### config.mk
export PLATFORM = sky130hd
export DESIGN_NAME = tpg_top
export DESIGN_NICKNAME = d
export VERILOG_FILES = /design/src/rtl/tpg_pkg.sv /design/src/rtl/tpg_mode_decode.sv /design/src/rtl/tpg_ramp.sv /design/src/rtl/tpg_phase.sv /design/src/rtl/tpg_top.sv
export SDC_FILE = /design/constraint.sdc
export NUM_CORES = 1
export LEC_CHECK = 0
export ABC_AREA = 1
export BUFFER_PORTS_ARGS = -buffer_cell sky130_fd_sc_hd__buf_4
export CAP_MARGIN = 25
export CORE_ASPECT_RATIO = 1.1
export CORE_UTILIZATION = 43
export CTS_CLUSTER_DIAMETER = 200
export CTS_CLUSTER_SIZE = 14
export DETAILED_ROUTE_END_ITERATION = 8
export MAX_ROUTING_LAYER = met4
export PLACE_DENSITY = 0.68
export SLEW_MARGIN = 25
export SYNTH_ARGS = -nofsm -noshare
export SYNTH_HDL_FRONTEND = slang
export SYNTH_SLANG_ARGS = --single-unit
export TNS_END_PERCENT = 50
### constraint.sdc
create_clock -name clk -period 2.7 [get_ports clk]
set_input_delay 0.27 -clock clk [delete_from_list [all_inputs] [get_ports clk]]
set_output_delay 0.27 -clock clk [all_outputs]
set_load 0.01 [all_outputs]
### src/rtl/tpg_pkg.sv
package tpg_pkg;

  // Internal source selection, decoded from the external mode code.
  typedef enum logic [3:0] {
    SRC_LIVE   = 4'd0,
    SRC_ZERO   = 4'd1,
    SRC_ONES   = 4'd2,
    SRC_TOGGLE = 4'd3,
    SRC_RAMP   = 4'd4,
    SRC_CUSTA  = 4'd5,
    SRC_ALT    = 4'd6,
    SRC_DESKEW = 4'd7,
    SRC_SYNC   = 4'd8
  } src_e;

  // Wide masks sliced down to the data width by the users.
  localparam logic [31:0] ODD_BITS_MASK  = 32'hAAAA_AAAA;
  localparam logic [31:0] EVEN_BITS_MASK = 32'h5555_5555;

endpackage

### src/rtl/tpg_mode_decode.sv
module tpg_mode_decode
  import tpg_pkg::*;
#(
  parameter int MODE_W = 4
) (
  input  logic [MODE_W-1:0] mode_code,
  output src_e              src_o,
  output logic              is_test_o
);

  always_comb begin
    case (mode_code)
      MODE_W'(4'b0001): src_o = SRC_ZERO;
      MODE_W'(4'b0010): src_o = SRC_ONES;
      MODE_W'(4'b0011): src_o = SRC_TOGGLE;
      MODE_W'(4'b0100): src_o = SRC_RAMP;
      MODE_W'(4'b0110): src_o = SRC_CUSTA;
      MODE_W'(4'b0111): src_o = SRC_ALT;
      MODE_W'(4'b1000): src_o = SRC_DESKEW;
      MODE_W'(4'b1001): src_o = SRC_SYNC;
      default:          src_o = SRC_LIVE;  // 0000 and every unused code
    endcase
  end

  assign is_test_o = (src_o != SRC_LIVE);

endmodule

### src/rtl/tpg_ramp.sv
module tpg_ramp #(
  parameter int DATA_W = 14
) (
  input  logic              clk,
  input  logic              rst_n,
  input  logic              active,
  input  logic              enter,
  output logic [DATA_W-1:0] ramp_val
);

  logic [DATA_W-1:0] cnt_q;
  logic [DATA_W-1:0] cnt_d;
  logic              cnt_en;

  // Next-state logic: on entry the word is zero, the stored count is the
  // word for the following clock. Natural wrap at the top code.
  always_comb begin
    ramp_val = enter ? '0 : cnt_q;
    cnt_en   = active;
    cnt_d    = ramp_val + DATA_W'(1);
  end

  always_ff @(posedge clk or negedge rst_n) begin
    if (!rst_n) begin
      cnt_q <= '0;
    end else if (cnt_en) begin
      cnt_q <= cnt_d;
    end
  end

  AST_RAMP_STEP: assert property (@(posedge clk) disable iff (!rst_n)
    (active && !enter) |-> (ramp_val == DATA_W'($past(ramp_val) + 1'b1)));

endmodule

### src/rtl/tpg_phase.sv
module tpg_phase (
  input  logic clk,
  input  logic rst_n,
  input  logic active,
  input  logic enter,
  output logic second_word
);

  logic ph_q;
  logic ph_d;
  logic ph_en;

  always_comb begin
    second_word = enter ? 1'b0 : ph_q;
    ph_en       = active;
    ph_d        = ~second_word;
  end

  always_ff @(posedge clk or negedge rst_n) begin
    if (!rst_n) begin
      ph_q <= 1'b0;
    end else if (ph_en) begin
      ph_q <= ph_d;
    end
  end

  AST_PHASE_FLIP: assert property (@(posedge clk) disable iff (!rst_n)
    (active && !enter) |-> (second_word != $past(second_word)));

endmodule

### src/rtl/tpg_top.sv
module tpg_top
  import tpg_pkg::*;
#(
  parameter int DATA_W = 14,
  parameter int MODE_W = 4
) (
  input  logic              clk,
  input  logic              rst_n,
  input  logic [MODE_W-1:0] mode_code,
  input  logic [DATA_W-1:0] cust_word_a,
  input  logic [DATA_W-1:0] cust_word_b,
  input  logic [DATA_W-1:0] live_data,
  input  logic              live_vld,
  output logic [DATA_W-1:0] out_data,
  output logic              out_vld
);

  localparam logic [DATA_W-1:0] WORD_TOG_A  = ODD_BITS_MASK[DATA_W-1:0];
  localparam logic [DATA_W-1:0] WORD_TOG_B  = EVEN_BITS_MASK[DATA_W-1:0];
  localparam logic [DATA_W-1:0] WORD_DESKEW = ODD_BITS_MASK[DATA_W-1:0];
  localparam logic [DATA_W-1:0] WORD_SYNC   = {DATA_W{1'b1}};

  src_e              src;
  src_e              src_q;
  logic              is_test;
  logic              enter;
  logic              ramp_on;
  logic              alt_on;
  logic [DATA_W-1:0] ramp_val;
  logic              second_word;
  logic [DATA_W-1:0] word_d;
  logic              vld_d;
  logic [DATA_W-1:0] word_q;
  logic              vld_q;

  tpg_mode_decode #(.MODE_W(MODE_W)) u_dec (
    .mode_code (mode_code),
    .src_o     (src),
    .is_test_o (is_test)
  );

  // Source seen on the previous clock; any difference is a mode entry.
  always_ff @(posedge clk or negedge rst_n) begin
    if (!rst_n) begin
      src_q <= SRC_LIVE;
    end else begin
      src_q <= src;
    end
  end

  always_comb begin
    enter   = (src != src_q);
    ramp_on = (src == SRC_RAMP);
    alt_on  = (src == SRC_TOGGLE) || (src == SRC_ALT);
  end

  tpg_ramp #(.DATA_W(DATA_W)) u_ramp (
    .clk      (clk),
    .rst_n    (rst_n),
    .active   (ramp_on),
    .enter    (enter),
    .ramp_val (ramp_val)
  );

  tpg_phase u_phase (
    .clk         (clk),
    .rst_n       (rst_n),
    .active      (alt_on),
    .enter       (enter),
    .second_word (second_word)
  );

  // Word selection.
  always_comb begin
    case (src)
      SRC_ZERO:   word_d = '0;
      SRC_ONES:   word_d = {DATA_W{1'b1}};
      SRC_TOGGLE: word_d = second_word ? WORD_TOG_B : WORD_TOG_A;
      SRC_RAMP:   word_d = ramp_val;
      SRC_CUSTA:  word_d = cust_word_a;
      SRC_ALT:    word_d = second_word ? cust_word_b : cust_word_a;
      SRC_DESKEW: word_d = WORD_DESKEW;
      SRC_SYNC:   word_d = WORD_SYNC;
      default:    word_d = live_data;
    endcase
    vld_d = is_test ? 1'b1 : live_vld;
  end

  always_ff @(posedge clk or negedge rst_n) begin
    if (!rst_n) begin
      word_q <= '0;
      vld_q  <= 1'b0;
    end else begin
      word_q <= word_d;
      vld_q  <= vld_d;
    end
  end

  assign out_data = word_q;
  assign out_vld  = vld_q;

  AST_PASS_LATENCY: assert property (@(posedge clk) disable iff (!rst_n)
    (mode_code == MODE_W'(0)) |=> (out_data == $past(live_data) && out_vld == $past(live_vld)));
  AST_TEST_VALID: assert property (@(posedge clk) disable iff (!rst_n)
    is_test |=> out_vld);
  AST_ZERO_WORD: assert property (@(posedge clk) disable iff (!rst_n)
    (mode_code == MODE_W'(1)) |=> (out_data == '0));
  AST_SYNC_WORD: assert property (@(posedge clk) disable iff (!rst_n)
    (mode_code == MODE_W'(9)) |=> (out_data == WORD_SYNC));
  AST_RESET_OUT: assert property (@(posedge clk)
    !rst_n |-> (out_data == '0 && !out_vld));

endmodule

==> impl.org, run 1 <==
** Synth
- During synthesis, Yosys emitted a total of 0 warnings.
- Cells after Synth :: 314
- Nets in the synthesized netlist :: 364
- Post-synth top area share :: 0.381
- Yosys mapped the design onto 34 distinct sky130hd cell types.
- Number of synthesized register bits :: 34
- Largest area contributor in the synthesized netlist :: sky130_fd_sc_hd__dfrtp_1
- Sequential area share after synthesis :: 0.381
- By area the synthesized netlist is led by sky130_fd_sc_hd__dfrtp_1, sky130_fd_sc_hd__nand2_1, sky130_fd_sc_hd__inv_1.
- Netlist area before placement :: 2230 um2
- After synthesis, the mean cell area works out to 7.10 um2.

** Global route
- First-pass GRT wire length :: 9.98 mm
- All-layer global routing usage :: 0.243
- Largest net degree at the start of global routing :: 35
- Congestion Overflow GR :: 0
- Number of global-route vias before repair :: 2143
- Number of antenna violations at the first check in global routing :: 0

** CTS
- Maximum level of the CTS H-tree :: 2
- Clock-pin slew was measured on the worst setup and hold paths at 80 ps.
- Clock tree from TritonCTS :: done
- After clock tree synthesis, the setup repair step added 0 buffers.
- Clock buffer depth :: 2
- At the later pin of the worst-skew pair, clock insertion delay measures 290 ps.
- Clock net sink count :: 34
- Clock root cell :: sky130_fd_sc_hd__clkbuf_8
- Buffers inserted during clock tree synthesis total 5.

** Finish
- The repair_antennas step left the layout with diodes totalling 0.
- Compared with the post-synthesis result, the final layout area differs by 29.4%.
- Final Net Count :: 435
- Measured on the finished design, the core utilization comes to 0.578.
- Fraction of final layout cells with drive strength greater than 1 :: 0.251

** Power and ir drop
- Peak ir drop on the vdd network :: 286 uV
- Ratio of total power to cell area :: 466 nW/um2
- Static power due to leakage :: 1.50 nW

** Timing
- Headroom to the max-slew limit came out at 0.699.
- Setup violations remaining at the end of the flow were counted as 0.
- In the finished design, the share of the clock period the worst path needs comes to 0.839.
- RSZ-0062 raised after global routing :: false
- Total negative slack :: 0 ps
- Counting I/O delays and the setup requirement, the final critical path takes 2260 ps.
- Derived from the worst setup path, the maximum achievable clock frequency is 0.442 GHz.
- Between clock sinks in the finished design, the worst skew comes to 11.7 ps.
- Max-slew violation total from the final report :: 0
- Actual transition at the worst max-transition pin :: 452 ps
- Hold Vio Cnt, Final :: 0

** Routing
- Number of detailed-routing iterations run before antenna repair :: 6
- Summing over every cut layer, the via total after detailed routing is 2261.
- After detailed routing, the total wire length is 6.05 mm.
- DRT iter0 DRCs :: 131
- Dividing the detail-routed wire length by the instance count gives 13.6 um.
- For this run, design rule violations remaining after detail routing come to 14.
- In the routed layout, each cell is associated on average with a via count of 5.09.
- The detail route stage leaves a number of antenna-violating nets equal to 0.

** Setup path
- Crit path capture type :: flop
- The worst setup path is launched from an input port.
- Worst reg-to-reg path cell count :: 12
- In this run the worst setup path terminates at u_ramp.cnt_q[12].
- Startpoint-to-endpoint class of the critical path :: in -> reg
- Reg-to-reg critical path endpoint :: u_ramp.cnt_q[12]
- In this run the critical register-to-register path is launched from src_q[3].
- Highest net fanout along the worst path :: 10
- R2R setup slack :: 490 ps
- Launching instance or port of the critical path :: mode_code[0]
- Crit path DAT :: 2460 ps
- Endpoint required time on the critical path :: 2890 ps

** Hold path
- The min-delay analysis places its worst path in the category in -> reg.

** Floorplan
- The floorplan step defined a die boundary enclosing 5480 um2.
- The die is 77.5 um tall.
- For this configuration, the core starts out at a cell density of 0.446.
- X dimension of the die :: 70.7 um
- I/O pins :: 64
- Core Region :: 5000 um2
- Row generation in the floorplan step produced 27 rows.

** Run status
- Run status :: finished with violations
- Violations in the final reports :: design-rule violations

** Job
- Max-cap violations in this run came to 0.

** Placement
- At the end of routability-driven placement, the weighted congestion stood at 0.975.
- Input and output buffers added on the ports amount to 63.
- The HPWL after detailed placement is 4.62 mm.
==> state kept, by name (all words and copies together) (netlist names) <==
register      cells
src_q             4
out_data         14
out_vld           1
u_phase.ph_q      1
u_ramp.cnt_q     14
==> synthesized netlist by cell type (all sizes together) <==
library cell  count
nand2            90
inv              47
nor2             46
dfrtp            34
nand3            24
o21ai            13
nand4            10
o22ai            10
a21oi             9
o211ai            6
xor2              5
nor3              4
buf               2
clkbuf            2
nand3b            2
xnor2             2
a21boi            1
a31oi             1
and3              1
clkinv            1
ha                1
nor4              1
o21a              1
or2               1
==> layer usage <==
layer  GRT usage  up-vias  wire (um)
met5           -        -          0
met4      0.0780        0         84
met3      0.0442        9        333
met2       0.413       62       2950
met1       0.294     1036       2690
li1            -     1154          -
==> layout make-up <==
cell class / count / area, um2
clock inverters: 2 / 12.5
repair buffers: 68 / 513
clock buffers: 6 / 82.6
fillers: 492 / 2110
flip-flops and latches: 34 / 851
inverters: 48 / 180
multi-input cells: 228 / 1180
well taps: 58 / 72.6
==> placed cells by master (no fill, tap or decap), drive strengths merged <==
cell / Yosys / routed
nand3b: 2 / 2
xnor2: 2 / 2
nand2: 90 / 90
nand3: 24 / 24
nand4: 10 / 10
clkinv: 1 / 2
o21ai: 13 / 13
o21a: 1 / 1
a31oi: 1 / 1
dfrtp: 34 / 34
buf: 2 / 67
nor3: 4 / 4
ha: 1 / 1
or2: 1 / 1
clkinvlp: 0 / 1
clkbuf: 2 / 6
and3: 1 / 1
o211ai: 6 / 6
dlygate4sd3: 0 / 1
a21oi: 9 / 9
xor2: 5 / 5
inv: 47 / 47
nor2: 46 / 46
nor4: 1 / 1
a21boi: 1 / 1
o22ai: 10 / 10
==> cell families after synthesis <==
logic type / after synthesis / synth area share
flops: 34 / 0.381
compound gates: 41 / 0.107
fa+ha+maj: 1 / 0.00561
buf+inv: 52 / 0.0914
xor+xnor: 7 / 0.0275
simple gates: 179 / 0.387
==> per-stage QoR <==
stage	power [mW]	setup slack, ps	instance area, um2	std cells	hold WS, ps
after floorplan	0.791	491	2230	314	-25.6
after global placement	0.945	160	2780	435	248
after detailed placement	0.948	140	2780	435	254
after CTS	1.35	451	2890	444	165
after global routing	1.42	205	2890	444	165
final	1.35	436	2890	444	168
==> report_power, final <==
group	internal [mW]	total, mW	switching (mW)
registers	0.557	0.582	0.0252
logic	0.151	0.355	0.204
clock network	0.205	0.408	0.203
==> how the worst min path moves through the flow <==
stage	cells after the start	endpoint	from
after floorplan	0	out_data[0]	rst_n
after CTS	2	out_vld	live_vld
final	2	out_vld	live_vld
after global routing	2	out_vld	live_vld
after detailed placement	1	src_q[3]	rst_n
after global placement	1	src_q[3]	rst_n
==> worst max-delay path, stage by stage <==
cell and delay, ps:
sky130_fd_sc_hd__buf_4 130, sky130_fd_sc_hd__nor2_1 220, sky130_fd_sc_hd__nand2_4 130, sky130_fd_sc_hd__nand3_1 100, sky130_fd_sc_hd__nand2_2 90, sky130_fd_sc_hd__nor2_8 170
sky130_fd_sc_hd__nand4_1 230, sky130_fd_sc_hd__inv_1 120, sky130_fd_sc_hd__ha_1 160, sky130_fd_sc_hd__and3_1 200, sky130_fd_sc_hd__nand4_1 80, sky130_fd_sc_hd__nor4_1 340
sky130_fd_sc_hd__nand2_1 100, sky130_fd_sc_hd__nand2_1 70, sky130_fd_sc_hd__nand2_1 40
==> repair_timing <==
| action | CTS | global route |
|---|---|---|
| hold buffers | 1 | 0 |
| hold endpoints to repair | 34 | 0 |
| gates resized for setup | 0 | 0 |
Note: power is estimated with default switching activity, not from simulation.
==> inputs of run 2 (changes only) <==
ABC_AREA = 0   (was 1)
clock period = 2.18 ns   (was 2.7 ns; I/O delays follow)
==> impl.org, run 2 <==
** Run status
- Run status :: finished with violations
- Violations in the final reports :: negative setup slack

** Routing
- The final routed wirelength across all metal layers is 6.51 mm (+7.5%).
- The final antenna-violating net count came to 0 (unchanged).
- DRT iter0 DRCs :: 86 (-34%)
- Number of remaining DRC errors :: 0 (-14)
- The total vias in the final route is 2267 (+0.27%).
- Wire length per cell after detailed routing :: 16.0 um (+17%)
- The number of search-and-repair iterations in the first detailed-routing pass was 4 (-2).
- The post-detailed-route via-to-cell ratio came to 5.56 (+9.1%).

** Power and ir drop
- The leakage dissipation is 1.44 nW (-3.8%).
- Peak ir drop on the vdd network :: 467 uV (+63%)
- The power per cell area came to 559 nW/um2 (+20%).
- The power share of the sequential group came to 0.406 (-0.027).
- The switching power as a share of total power came to 0.291 (-0.0299).
- The combinational power share is 0.286 (+0.022).
- The clock share of power came to 0.309 (+0.006).
- The final total power came to 1.86 mW (+38%).
- Net Sw Power :: 0.542 mW (+25%)
- The internal power summed over all cells came to 1.32 mW (+44%).

** Finish
- The number of nets in the finished design is 401 (-7.8%).
- The layout filler cell count was 380 (-23%).
- The library cell used most frequently in the layout, excluding fill and tap cells, is sky130_fd_sc_hd__buf_4.
- Register cell area after layout :: 851 um2 (unchanged)
- Final antenna diode count :: 0 (unchanged)
- Leaving out fill and tap cells, the most frequent cells in the layout are sky130_fd_sc_hd__buf_4, sky130_fd_sc_hd__nand2_1, sky130_fd_sc_hd__dfrtp_1.
- Footprint of the multi-input gates :: 1420 um2 (+20%)
- Fraction of final layout cells with drive strength greater than 1 :: 0.429 (+0.178)
- Layout-stage area growth over the synthesis result :: 52.2%

** Synth
- The most used flip-flop cell after synthesis is sky130_fd_sc_hd__dfrtp_1.
- Sequential area share after synthesis :: 0.389 (+0.00719)
- The number of cells produced by synthesis is 252 (-20%).
- Average cell area after synthesis :: 8.69 um2 (+22%)
- Number of synthesized register bits :: 34 (unchanged)
- The number of warnings printed during yosys synthesis was 0 (unchanged).
- By instance count, the leading cell after synthesis is sky130_fd_sc_hd__nand2_1.
- Netlist area before placement :: 2190 um2 (-1.9%)
- Distinct cell type count after synthesis :: 48 (+41%)
- Largest area contributor in the synthesized netlist :: sky130_fd_sc_hd__dfrtp_1
- The synthesized netlist net count was 302 (-17%).
- Post-synth top area share :: 0.389 (+0.00719)
- The number of enable flip-flop cells after synthesis came to 0 (unchanged).
- Share of flip-flops with an asynchronous set or reset :: 1.00 (unchanged)
- After synthesis, the most frequently instantiated cells are sky130_fd_sc_hd__nand2_1, sky130_fd_sc_hd__dfrtp_1, sky130_fd_sc_hd__nor2_1.
- Largest cells by area after synthesis :: sky130_fd_sc_hd__dfrtp_1, sky130_fd_sc_hd__nand2_1, sky130_fd_sc_hd__a22oi_1

** Setup path
- Launching instance or port of the critical path :: mode_code[2]
- The required time of the critical path came to 2400 ps (-490 ps).
- Critical register-to-register path startpoint :: src_q[0]
- STA classifies the critical path endpoint as a flop.
- Sort of element at the start of the critical path :: input port
- Reg-to-reg critical path endpoint :: out_data[10]
- The critical path ends at u_ramp.cnt_q[12].
- The critical path is of the in -> reg type.
- The worst reg-to-reg setup slack was -120 ps (-610 ps).
- The worst reg2reg path depth was 8 (-4).
- The maximum fanout along the worst path was 3 (-7).
- The arrival time at the worst endpoint came to 2600 ps (+140 ps).

** Timing
- Fmax :: 0.420 GHz
- The final count of pins violating max slew was 0 (unchanged).
- Fin worst setup slack :: -198 ps (-634 ps)
- Setup repair after global routing could not meet its margin everywhere.
- Hold Vio Cnt, Final :: 0 (unchanged)
- Post-layout min period :: 2380 ps
- Worst clock skew :: 5.19 ps (-6.53 ps)
- Rel. slew slack :: 0.705 (+0.00638)
- Finish-stage setup viols :: 19 (+19)
- In the finished design, the share of the clock period the worst path needs comes to 1.09.
- Actual transition at the worst max-transition pin :: 442 ps (-9.57 ps)
- The final hold slack is 116 ps (-51.5 ps).

** Placement
- Half-perimeter wire length after detailed placement :: 4.59 mm (-0.59%)
- The final estimated routing congestion in global placement is 0.916 (-6.1%).
- The count of buffers from port buffering is 63 (unchanged).

** CTS
- The TritonCTS sink count came to 34 (unchanged).
- The number of buffers added by the clock tree synthesis step was 5 (unchanged).
- Maximum level of the CTS H-tree :: 2 (unchanged)
- TritonCTS built the clock tree.
- Clock buffer depth :: 2 (unchanged)
- The clock-pin transition on the worst setup and hold timing paths is 70 ps (about the same).
- CTS placed an instance of sky130_fd_sc_hd__clkbuf_8 at the clock tree root.
- The source-to-sink clock delay at the later pin of the worst-skew pair was 290 ps (about the same).

** Floorplan
- Site Rows :: 26 (-3.7%)
- The vertical die dimension was 76.8 um (-0.91%).
- The core area is 4780 um2 (-4.4%).
- X dimension of the die :: 70.0 um (-0.90%)
- The I/O pin count came to 64 (unchanged).
- The effective utilization at floorplan came to 0.458 (+0.0117).
- The die outline area came to 5380 um2 (-1.8%).

** Global route
- Met1 GRT Util :: 0.332 (+0.0382)
- The layer flagged by global routing as most heavily used is met2.
- Global-route track usage on met2 :: 0.403 (-0.00974)
- Congestion Overflow GR :: 0 (unchanged)
- The initial antenna violation count came to 0 (unchanged).
- The largest net degree at the start of global routing is 35 (unchanged).
- All-layer global routing usage :: 0.255 (+0.0120)
- First-pass GRT wire length :: 10.6 mm (+6.4%)
- Number of global-route vias before repair :: 2198 (+2.6%)
- The met3 usage is 0.0512 (+0.00709).

** Job
- Maxcap violations :: 0 (unchanged)

** Hold path
- Worst hold path type :: in -> reg
run 2: power by group through the flow:
stage / sequential, mW / combinational [mW] / clock (mW)
2_1_floorplan: 0.764 / 0.238 / 0
3_3_place_gp: 0.764 / 0.467 / 0
3_5_place_dp: 0.766 / 0.472 / 0
4_1_cts: 0.754 / 0.513 / 0.585
5_1_grt: 0.762 / 0.572 / 0.615
6_report: 0.755 / 0.532 / 0.574
run 2: cells by family (layout without fill, tap and decap cells):
| logic type | after synthesis | in the layout | share of synthesized area |
|---|---|---|---|
| DFF | 34 | 34 | 0.389 |
| AOI/OAI and AO/OA | 64 | 64 | 0.201 |
| muxes | 18 | 18 | 0.0914 |
| xor gates and xnor gates | 1 | 1 | 0.00400 |
| and+or+nand+nor | 110 | 110 | 0.263 |
| buffers and inverters | 24 | 124 | 0.0463 |
| adders and majority gates | 1 | 1 | 0.00571 |
run 2: worst max-delay path: stages:
cell	delay, ps
sky130_fd_sc_hd__buf_6	90
sky130_fd_sc_hd__or4b_4	530
sky130_fd_sc_hd__o2111a_1	140
sky130_fd_sc_hd__o32a_1	410
sky130_fd_sc_hd__nor3_4	160
sky130_fd_sc_hd__and2_4	180
sky130_fd_sc_hd__ha_4	140
sky130_fd_sc_hd__nand3_4	90
sky130_fd_sc_hd__nor3_4	150
sky130_fd_sc_hd__nand3_1	100
sky130_fd_sc_hd__or3_1	310
sky130_fd_sc_hd__o21ai_1	70
run 2: what timing repair did:
| action | 4_1_cts | 5_1_grt |
|---|---|---|
| setup endpoints to repair | 20 | 22 |
| cloned | 1 | 1 |
| pin swaps | 11 | 5 |
| buffers inserted | 4 | 1 |
| endpoints found under the hold margin | 34 | 0 |
| hold buffers | 1 | 0 |
| gates resized for setup | 16 | 12 |
run 2: cell type report:
| class | count | area share |
|---|---|---|
| clock inverters | 3 | 0.0120 |
| well taps | 56 | 0.0210 |
| multi-input cells | 194 | 0.425 |
| clock buffers | 5 | 0.0207 |
| repair buffers | 108 | 0.257 |
| flip-flops and latches | 34 | 0.255 |
| inverters | 8 | 0.00901 |
run 2: how the worst min path moves through the flow:
| stage | to | slack (ps) | cells past startpoint | startpoint |
|---|---|---|---|---|
| after detailed placement | out_data[7] | 190 | 1 | rst_n |
| after CTS | out_vld | 110 | 2 | live_vld |
| after global placement | out_data[7] | 190 | 1 | rst_n |
| final | out_vld | 120 | 2 | live_vld |
| after floorplan | out_data[0] | -80 | 0 | rst_n |
| after global routing | out_vld | 110 | 2 | live_vld |
run 2: metrics by stage:
stage,cells,area (um2),utilization,setup TNS (ps),setup slack (ps)
2_1_floorplan,252,2290,-,-7170,-580
3_3_place_gp,393,3050,0.637,-9340,-491
3_5_place_dp,393,3050,0.637,-10470,-546
4_1_cts,407,3260,0.683,-2360,-190
5_1_grt,408,3330,0.697,-3790,-290
6_report,408,3330,0.697,-2390,-198
run 2: layer usage:
| layer | share of wire | vias to the layer above |
|---|---|---|
| met1 | 0.46 | 1075 |
| li1 | - | 1121 |
| met2 | 0.48 | 63 |
| met4 | 0.011 | 0 |
| met3 | 0.045 | 8 |
| met5 | 0 | - |
